`config.mk`:
```
export PLATFORM = sky130hd
export DESIGN_NAME = ctrl_datapath
export DESIGN_NICKNAME = d
export VERILOG_FILES = /design/src/rtl/dp_pkg.sv /design/src/rtl/dp_decode.sv /design/src/rtl/dp_alu.sv /design/src/rtl/dp_regfile.sv /design/src/rtl/ctrl_datapath.sv
export SDC_FILE = /design/constraint.sdc
export NUM_CORES = 1
export LEC_CHECK = 0
export CORE_MARGIN = 2
export CORE_UTILIZATION = 25
export DETAILED_ROUTE_END_ITERATION = 10
export HOLD_SLACK_MARGIN = 0.03
export PLACE_DENSITY = 0.52
export SKIP_CTS_REPAIR_TIMING = 1
export SLEW_MARGIN = 20
export SYNTH_ARGS = -nofsm -noshare
export SYNTH_HDL_FRONTEND = slang
export SYNTH_SLANG_ARGS = --single-unit
export TNS_END_PERCENT = 5
```
`constraint.sdc`:
```
create_clock -name clk -period 13.05 [get_ports clk]
set_input_delay 1.9575 -clock clk [delete_from_list [all_inputs] [get_ports clk]]
set_output_delay 1.9575 -clock clk [all_outputs]
set_load 0.05 [all_outputs]
```
`src/rtl/dp_pkg.sv`:
```
package dp_pkg;
    localparam int SEL_W  = 3;
    localparam int OPC_W  = 5;
    localparam int CTL_W  = 3 * SEL_W + OPC_W;
    localparam int NUM_RG = (1 << SEL_W) - 1;

    localparam logic [OPC_W-1:0] OPC_PASS = 5'b00000;
    localparam logic [OPC_W-1:0] OPC_OR   = 5'b01011;
    localparam logic [OPC_W-1:0] OPC_ADD  = 5'b10010;
    localparam logic [OPC_W-1:0] OPC_AND  = 5'b10001;
    localparam logic [OPC_W-1:0] OPC_INV  = 5'b10100;

    typedef struct packed {
        logic [SEL_W-1:0] src_a;
        logic [SEL_W-1:0] src_b;
        logic [SEL_W-1:0] dst;
        logic [OPC_W-1:0] opc;
    } ctl_fields_t;

    typedef struct packed {
        logic carry;
        logic zero;
    } flags_t;
endpackage

```
`src/rtl/dp_decode.sv`:
```
module dp_decode
    import dp_pkg::*;
(
    input  logic [CTL_W-1:0] ctl_word,
    output ctl_fields_t      fields,
    output logic             legal
);
    always_comb begin
        fields = ctl_fields_t'(ctl_word);
        unique case (fields.opc)
            OPC_PASS, OPC_OR, OPC_ADD, OPC_AND, OPC_INV: legal = 1'b1;
            default:                                     legal = 1'b0;
        endcase
    end
endmodule

```
`src/rtl/dp_alu.sv`:
```
module dp_alu
    import dp_pkg::*;
#(
    parameter int DATA_W = 8
) (
    input  logic [DATA_W-1:0] op_a,
    input  logic [DATA_W-1:0] op_b,
    input  logic [OPC_W-1:0]  opc,
    output logic [DATA_W-1:0] res,
    output logic              cout
);
    logic [DATA_W:0] sum_w;

    always_comb begin
        sum_w = {1'b0, op_a} + {1'b0, op_b};
        res   = '0;
        cout  = 1'b0;
        case (opc)
            OPC_PASS: res = op_a;
            OPC_OR:   res = op_a | op_b;
            OPC_AND:  res = op_a & op_b;
            OPC_INV:  res = ~op_a;
            OPC_ADD: begin
                res  = sum_w[DATA_W-1:0];
                cout = sum_w[DATA_W];
            end
            default: begin
                res  = '0;
                cout = 1'b0;
            end
        endcase
    end
endmodule

```
`src/rtl/dp_regfile.sv`:
```
module dp_regfile
    import dp_pkg::*;
#(
    parameter int DATA_W = 8
) (
    input  logic              clk,
    input  logic              rst,
    input  logic              wr_en,
    input  logic [SEL_W-1:0]  wr_sel,
    input  logic [DATA_W-1:0] wr_data,
    input  logic [SEL_W-1:0]  rd_a_sel,
    input  logic [SEL_W-1:0]  rd_b_sel,
    input  logic [SEL_W-1:0]  view_sel,
    input  logic [DATA_W-1:0] ext_data,
    output logic [DATA_W-1:0] rd_a,
    output logic [DATA_W-1:0] rd_b,
    output logic [DATA_W-1:0] view_data
);
    localparam int TBL_N = NUM_RG + 1;

    logic [NUM_RG-1:0][DATA_W-1:0] regs_d, regs_q;
    logic [DATA_W-1:0] src_tbl  [TBL_N];
    logic [DATA_W-1:0] view_tbl [TBL_N];

    assign src_tbl[0]  = ext_data;
    assign view_tbl[0] = '0;
    for (genvar g = 1; g < TBL_N; g++) begin : g_tbl
        assign src_tbl[g]  = regs_q[g-1];
        assign view_tbl[g] = regs_q[g-1];
    end

    assign rd_a      = src_tbl[rd_a_sel];
    assign rd_b      = src_tbl[rd_b_sel];
    assign view_data = view_tbl[view_sel];

    always_comb begin
        regs_d = regs_q;
        for (int i = 1; i <= NUM_RG; i++) begin
            if (wr_en && (wr_sel == SEL_W'(i))) regs_d[i-1] = wr_data;
        end
    end

    always_ff @(posedge clk) begin
        if (rst) regs_q <= '0;
        else     regs_q <= regs_d;
    end

    // nothing is stored on an edge without a write enable
    a_r8_idle_holds: assert property (@(posedge clk) disable iff (rst)
        !wr_en |=> $stable(regs_q));
    // destination 0 stores nowhere
    a_r6_dst_zero_holds: assert property (@(posedge clk) disable iff (rst)
        (wr_sel == '0) |=> $stable(regs_q));
    // reset empties the file
    a_r9_reset_clears: assert property (@(posedge clk)
        rst |=> (regs_q == '0));
endmodule

```
`src/rtl/ctrl_datapath.sv`:
```
module ctrl_datapath
    import dp_pkg::*;
#(
    parameter int DATA_W = 8
) (
    input  logic              clk,
    input  logic              rst,
    input  logic [CTL_W-1:0]  ctl_word,
    input  logic [DATA_W-1:0] ext_data,
    input  logic              valid,
    input  logic [SEL_W-1:0]  view_sel,
    output logic [DATA_W-1:0] result,
    output logic [DATA_W-1:0] view_data,
    output logic              illegal_op,
    output logic              carry_flag,
    output logic              zero_flag
);
    ctl_fields_t       fld;
    logic              legal;
    logic [DATA_W-1:0] opnd_a, opnd_b, alu_y;
    logic              alu_c;
    logic              exec;
    flags_t            flags_d, flags_q;

    dp_decode u_dec (
        .ctl_word (ctl_word),
        .fields   (fld),
        .legal    (legal)
    );

    dp_regfile #(.DATA_W(DATA_W)) u_rf (
        .clk       (clk),
        .rst       (rst),
        .wr_en     (exec),
        .wr_sel    (fld.dst),
        .wr_data   (alu_y),
        .rd_a_sel  (fld.src_a),
        .rd_b_sel  (fld.src_b),
        .view_sel  (view_sel),
        .ext_data  (ext_data),
        .rd_a      (opnd_a),
        .rd_b      (opnd_b),
        .view_data (view_data)
    );

    dp_alu #(.DATA_W(DATA_W)) u_alu (
        .op_a (opnd_a),
        .op_b (opnd_b),
        .opc  (fld.opc),
        .res  (alu_y),
        .cout (alu_c)
    );

    always_comb begin
        exec    = valid && legal;
        flags_d = flags_q;
        if (exec) begin
            flags_d.carry = alu_c;
            flags_d.zero  = (alu_y == '0);
        end
    end

    always_ff @(posedge clk) begin
        if (rst) flags_q <= '0;
        else     flags_q <= flags_d;
    end

    assign result     = alu_y;
    assign illegal_op = valid && !legal;
    assign carry_flag = flags_q.carry;
    assign zero_flag  = flags_q.zero;

    // a rejected code leaves the flags as they were
    a_r7_illegal_keeps_flags: assert property (@(posedge clk) disable iff (rst)
        illegal_op |=> $stable(flags_q));
    // a rejected code shows zero on the result bus
    a_r7_illegal_result_zero: assert property (@(posedge clk) disable iff (rst)
        illegal_op |-> (result == '0));
    // idle cycles leave the flags as they were
    a_r8_idle_keeps_flags: assert property (@(posedge clk) disable iff (rst)
        !valid |=> $stable(flags_q));
    // carry only survives an add
    a_r10_carry_add_only: assert property (@(posedge clk) disable iff (rst)
        (valid && legal && fld.opc != OPC_ADD) |=> !carry_flag);
    // zero flag follows the executed result
    a_r10_zero_tracks: assert property (@(posedge clk) disable iff (rst)
        (valid && legal) |=> (zero_flag == ($past(result) == '0)));
    // complement yields the inverse of operand A
    a_r4_invert: assert property (@(posedge clk) disable iff (rst)
        (fld.opc == OPC_INV) |-> ((result ^ opnd_a) == '1));
    // transfer reproduces operand A
    a_r2_pass: assert property (@(posedge clk) disable iff (rst)
        (fld.opc == OPC_PASS) |-> (result == opnd_a));
endmodule

```
==> results of run 1 <==
## state kept, by name, summed over array words and instances, names as in the netlist
signal and count:
carry_flag 1, u_rf.regs_q 56, zero_flag 1
## power by group through the flow
stage	Clock (mW)	Combinational [mW]	Sequential [mW]
floorplan	0	0.0556	0.183
CTS	0.249	0.0842	0.179
detailed placement	0	0.0838	0.183
global route	0.256	0.0902	0.179
finish	0.242	0.0837	0.179
global placement	0	0.0827	0.183
## metal layers
| layer | track usage, % | part of all wire [%] | vias to the layer above | wire length (µm) |
|---|---|---|---|---|
| li1 | - | - | 1742 | - |
| met1 | 20.09 | 45 | 1822 | 6167 |
| met2 | 25.74 | 48 | 129 | 6613 |
| met3 | 2.946 | 5.8 | 13 | 795 |
| met4 | 4.745 | 1.3 | 0 | 174 |
| met5 | 0 | 0 | - | 0 |
## cells by family after synthesis
family          count (synthesis)
buf+inv                        66
mux                           101
fa+ha+maj                      17
compound gates                 83
xor+xnor                        5
flops                          58
simple gates                  126
## layout by cell type, fill, tap and decap left out, types with 2 or more instances in the layout
master,synthesis,final
a211oi_1,25,25
a21o_1,2,2
a21oi_1,14,14
a221oi_1,11,11
a22o_1,2,2
a22oi_1,6,6
and2_1,4,4
and3_1,3,3
buf_4,0,11
clkbuf_16,0,9
clkbuf_8,0,3
clkdlybuf4s50_1,0,45
dfxtp_1,58,58
ha_1,16,16
inv_1,29,29
mux2_2,8,8
mux2i_1,61,61
mux4_1,2,2
mux4_2,30,30
nand2_1,8,8
nand2b_1,5,5
nand3_1,4,4
nor2_1,73,73
nor2b_1,4,4
nor3_1,7,6
nor3b_1,2,2
o211ai_1,4,4
o21ai_0,4,4
o21ai_1,4,4
o2bb2ai_1,2,2
or3_1,3,3
xnor2_1,3,3
xor2_1,2,2
## final cells by class
| type | count | area (µm²) | area share (%) |
|---|---|---|---|
| Inverter | 29 | 108.9 | 2.041 |
| Tap cell | 225 | 281.5 | 5.278 |
| Multi-Input combinational cell | 332 | 2939 | 55.10 |
| Clock buffer | 13 | 270.3 | 5.067 |
| Sequential cell | 58 | 1161 | 21.77 |
| Clock inverter | 2 | 35.03 | 0.6568 |
| Timing Repair Buffer | 57 | 538.0 | 10.09 |
## stage by stage
| stage | power, mW | area, µm² | setup WS [ns] | utilization, % |
|---|---|---|---|---|
| after floorplan | 0.2384 | 4373 | 5.486 | - |
| after global placement | 0.2653 | 5016 | 4.417 | 29.20 |
| after detailed placement | 0.2664 | 5029 | 4.337 | 29.28 |
| after CTS | 0.5118 | 5334 | 4.321 | 31.05 |
| after global routing | 0.5249 | 5334 | 4.034 | 31.05 |
| final | 0.5052 | 5334 | 4.359 | 31.05 |
## worst paths after layout
| check | start | to |
|---|---|---|
| worst max-delay path | ctl_word[8] | result[6] |
| worst max register to register | u_rf.regs_q[40] | zero_flag |
| worst min-delay path | carry_flag | carry_flag |
| worst min register to register | carry_flag | carry_flag |
## tightest hold or removal path, delay by kind of cell (launching register included)
| family | cells | cell delay (ns) |
|---|---|---|
| AOI/OAI and AO/OA | 1 | 0.05 |
| DFF | 1 | 0.31 |
| and+or+nand+nor | 1 | 0.06 |
==> flow_metrics.py, run 1 <==
metrics = {
    "clocking": {
        "cts-htree-levels": 3,
        "cts-root-buf": "clkbuf_16",
        "clk_path_buf_depth": 2,
        "cts.sinks": 58,
        "worst_skew_pair.late_latency_ns": 0.33,
        "numCtsBuffers": 9,
        "clk_pin_slew_worst_paths_ns": 0.05,
        "tritoncts": "yes",
    },
    "timing": {
        "relSlewSlack_pct": 32.58,
        "finalHoldViolCount": 0,
        "fmax_ghz": 0.1151,
        "fin_hold_ws_ns": 0.4674,
        "setup_violations": 0,
        "maxSlewViolCount": 0,
        "fin_skew_ns": 0.008464,
        "fin_crit_ns": 8.691,
        "finalCritPeriodShare_pct": 66.60,
        "worstMarginPinSlew_ns": 1.008,
        "rsz0062_at_grt": "false",
        "setup-tns-final_ns": 0,
    },
    "yosys": {
        "synth_fa_ha_area_share_pct": 5.036,
        "synth-simple-area-share_pct": 13.93,
        "synth-xor-area-share_pct": 1.001,
        "synth_common_cells": "73 x nor2_1, 61 x mux2i_1, 58 x dfxtp_1, 30 x mux4_2, 29 x inv_1",
        "synth_warnings": 0,
        "synth_mux_area_share_pct": 32.68,
        "synth-seq-area-share_pct": 26.55,
        "synth_top_family_by_area": "multiplexers",
        "ys.flop_type": "dfxtp_1",
        "synthArstFlopShare_pct": 0,
        "syn_nets": 501,
        "synth_edf_count": 0,
        "postSynthCellCount": 456,
        "yosysUniqueCellTypes": 56,
        "synthTopCellsByArea": "dfxtp_1 27%, mux4_2 15%, mux2i_1 14%, nor2_1 6.3%, ha_1 4.6%",
        "synth-compound-area-share_pct": 14.16,
        "yosys.area.top_type": "dfxtp_1",
        "synth_top_cell_area_share_pct": 26.55,
        "synth_most_common_cell": "nor2_1",
        "ys_ff_latch": 58,
        "avgSynthCellArea_um2": 9.590,
        "syn_area_um2": 4373,
    },
    "run_status": {
        "outcome": "finished clean",
    },
    "worst_setup_path": {
        "path_class": "in2out",
        "cp-end-kind": "output port",
        "cpMostUsedCell": "clkdlybuf4s50_1",
        "crit_fanout": 16,
        "cp.depth": 12,
        "worstSetupStartpointType": "primary input",
        "critical_path_required_ns": 11.09,
        "ff2ff_path_depth": 13,
        "cp_slowest_cell": "clkdlybuf4s50_1",
        "crit_chain": "clkdlybuf4s50_1, mux4_2, mux2i_1, inv_1, ha_1, fa_1, a211oi_1, o21bai_1, a21oi_1, xnor2_1, a211o_1, clkdlybuf4s50_1",
        "cp_top_family": "buffers and inverters",
        "worst_ep_arrival_time_ns": 6.73,
        "cp_slowest_stage_delay_ns": 1.13,
        "crit_buf_inv": 3,
        "r2r_setup_slack_ns": 8.69,
    },
    "placement": {
        "place_inst": 701,
        "place.gp.congestion": 0.8317,
        "place.detailed.hpwl_um": 9813,
        "io_buffers": 46,
    },
    "routing": {
        "remaining_drc_errors": 0,
        "via_per_inst": 5.176,
        "avgRoutedWirePerCell_um": 19.21,
        "vias": 3706,
        "postRouteWirelength_um": 13750,
        "drtIter0Drc": 206,
        "postRouteAntennaNets": 0,
        "firstDrtPassIters": 4,
    },
    "cells_and_area": {
        "drive_above_1_share_pct": 14.87,
        "final_cells": 716,
        "antenna_cells": 0,
        "syn2layout_area_growth_pct": 21.97,
        "num-fill-cells": 1791,
        "nets": 532,
    },
    "grt": {
        "grt_use_total_pct": 15.41,
        "first_global_vias": 3804,
        "antenna_found_initial": 0,
        "grt.overflow.total": 0,
        "grt_pass1_wl_um": 21560,
        "grt_max_degree": 60,
    },
    "floorplan": {
        "start_util_pct": 25.46,
        "coreArea_um2": 17180,
        "dieArea_um2": 18570,
        "std_cell_rows": 48,
        "die_h_um": 136.3,
        "die_w_um": 136.3,
        "io_pins": 47,
    },
    "power_and_ir_drop": {
        "p_seq_share_pct": 35.4,
        "power_frac_clock_pct": 48.0,
        "p_sw_share_pct": 26.11,
        "p_comb_share_pct": 16.6,
        "power.switching_uw": 131.9,
        "intPower_uw": 373.3,
        "max-vdd-ir-drop_v": 0.00004020,
        "p_leak_nw": 1.994,
        "p_per_area_nw_per_um2": 94.71,
    },
    "worst_hold_path": {
        "holdPathStages": 2,
        "hp-class": "reg2reg",
    },
    "job": {
        "max-cap-violations": 0,
    },
}
Power figures use the tool's default switching activity.
==> run 2, diff against run 1 <==
--- a/config.mk
+++ b/config.mk
@@ -9,7 +9,7 @@
 export CORE_UTILIZATION = 25
 export DETAILED_ROUTE_END_ITERATION = 10
 export HOLD_SLACK_MARGIN = 0.03
-export PLACE_DENSITY = 0.52
+export PLACE_DENSITY = 0.53
 export SKIP_CTS_REPAIR_TIMING = 1
 export SLEW_MARGIN = 20
 export SYNTH_ARGS = -nofsm -noshare
==> constraint.sdc (replaced) <==
create_clock -name clk -period 7.16 [get_ports clk]
set_input_delay 1.074 -clock clk [delete_from_list [all_inputs] [get_ports clk]]
set_output_delay 1.074 -clock clk [all_outputs]
set_load 0.05 [all_outputs]
==> run 2 against run 1 <==
Compared with the run above:
- flip-flop and latch count did not move
- clock power rose by 91%
- wire length is 2.1% lower
- critical endpoint is now result[5]
- critical path depth up 1
- final area up 0.84%
- total power increased by 86%
- count of clock-buffer cells in the layout shrank 4
- first-iteration DRC count rose by 67%
- die area did not move
- sequential share of layout area is 0.18 points lower
==> flow_metrics.py, run 2 (synthesis results as in run 1) <==
metrics = {
    "cells_and_area": {
        "layout_commonest_cell": "nor2_1",
        "nets": 534,
        "layout_common_cells": "73 x nor2_1, 61 x mux2i_1, 58 x dfxtp_1",
        "regMostFlops": "u_rf.regs_q",
        "drive_above_1_share_pct": 16.80,
        "antenna_cells": 0,
        "syn2layout_area_growth_pct": 23.00,
        "largest_register_ff_count": 56,
        "num-fill-cells": 1799,
    },
    "placement": {
        "io_buffers": 46,
        "place.gp.congestion": 0.8340,
        "place.detailed.hpwl_um": 10010,
    },
    "timing": {
        "worstMarginPinSlew_ns": 0.9446,
        "fmax_ghz": 0.1556,
        "fin_crit_ns": 6.425,
        "setup-tns-final_ns": 0,
        "rsz0062_at_grt": "false",
        "maxSlewViolCount": 0,
        "relSlewSlack_pct": 36.54,
        "finalCritPeriodShare_pct": 89.74,
        "finalHoldViolCount": 0,
        "fin_hold_ws_ns": 0.4540,
        "fin_skew_ns": 0.009007,
        "setup_violations": 0,
    },
    "routing": {
        "avgRoutedWirePerCell_um": 18.72,
        "postRouteWirelength_um": 13460,
        "postRouteAntennaNets": 0,
        "remaining_drc_errors": 0,
        "firstDrtPassIters": 5,
        "drtIter0Drc": 345,
        "vias": 3708,
        "via_per_inst": 5.157,
    },
    "grt": {
        "first_global_vias": 3815,
        "grt_max_degree": 60,
        "grt_pass1_wl_um": 21380,
        "antenna_found_initial": 0,
        "grt.overflow.total": 0,
        "grt_use_total_pct": 15.13,
    },
    "job": {
        "max-cap-violations": 0,
    },
    "power_and_ir_drop": {
        "max-vdd-ir-drop_v": 0.0001120,
        "p_leak_nw": 2.012,
        "p_per_area_nw_per_um2": 174.8,
    },
    "floorplan": {
        "std_cell_rows": 48,
        "io_pins": 47,
        "dieArea_um2": 18570,
        "coreArea_um2": 17180,
        "die_h_um": 136.3,
        "start_util_pct": 25.46,
        "die_w_um": 136.3,
    },
    "clocking": {
        "cts-root-buf": "clkbuf_16",
        "clk_path_buf_depth": 2,
        "tritoncts": "yes",
        "cts-htree-levels": 3,
        "worst_skew_pair.late_latency_ns": 0.33,
        "numCtsBuffers": 9,
        "cts.sinks": 58,
        "clk_pin_slew_worst_paths_ns": 0.05,
    },
    "worst_hold_path": {
        "hp-class": "reg2reg",
    },
    "worst_setup_path": {
        "cp-end-kind": "output port",
        "worstSetupStartpointType": "primary input",
        "crit_fanout": 11,
        "worst_ep_arrival_time_ns": 5.35,
        "critical_path_required_ns": 6.09,
        "path_class": "in2out",
        "r2r_setup_slack_ns": 2.88,
    },
    "run_status": {
        "outcome": "finished clean",
    },
}
## run 2: cell types whose count changed in the layout (fill, tap and decap cells not counted), sizes merged
| cell | change |
|---|---|
| clkdlybuf4s50 | -3 |
| buf | +5 |
| clkbuf | -4 |
| clkinv | +2 |
| clkinvlp | +2 |
| bufinv | +1 |
## run 2: path summary, 6_finish.rpt
kind / from / endpoint / cells after the start
setup reg to reg: u_rf.regs_q[40] / zero_flag / 13
hold / removal: carry_flag / carry_flag / 2
setup / recovery: ctl_word[11] / result[5] / 13
hold reg to reg: carry_flag / carry_flag / 2
## run 2: final cells by class
type	count	area, µm²	area share [%]
clock inverter	7	93.84	1.745
sequential	58	1161	21.59
tap	225	281.5	5.234
timing repair buffer	59	560.5	10.42
inverter	29	108.9	2.024
multi-input combinational	332	2948	54.80
clock buffer	9	225.2	4.187
## run 2: layer usage
layer	GRT usage [%]	part of all wire, %	up-vias
li1	-	-	1750
met1	19.44	45	1850
met2	25.32	49	90
met3	3.468	4.7	18
met4	4.398	1.8	0
met5	0	0	-
## run 2: power breakdown
part           internal, mW  leakage (nW)  switching, mW  total [mW]
logic                0.0615          1.39         0.0901       0.152
registers             0.325         0.467        0.00161       0.326
clock network         0.303         0.151          0.159       0.463
## run 2: per-stage QoR
stage	util, %	setup WS (ns)	instances	area [µm²]	total power [mW]
6_report	31.32	0.7347	719	5379	0.9405
5_1_grt	31.32	0.4748	719	5379	0.9738
4_1_cts	31.30	0.6742	719	5376	0.9496
3_5_place_dp	29.44	0.6861	703	5057	0.4846
3_3_place_gp	29.41	0.7362	703	5051	0.4822
2_1_floorplan	-	1.363	456	4373	0.4345
## run 2: critical path, cell delays in order
cell and delay [ns]:
clkdlybuf4s50_1 0.82, mux4_2 0.57, nand2b_1 0.17, and2_1 0.19, inv_1 0.06, ha_1 0.26, and3_1 0.20, a221o_1 0.35
or3_1 0.31, nand3_1 0.08, and3b_1 0.40, inv_1 0.12, clkdlybuf4s50_1 0.72
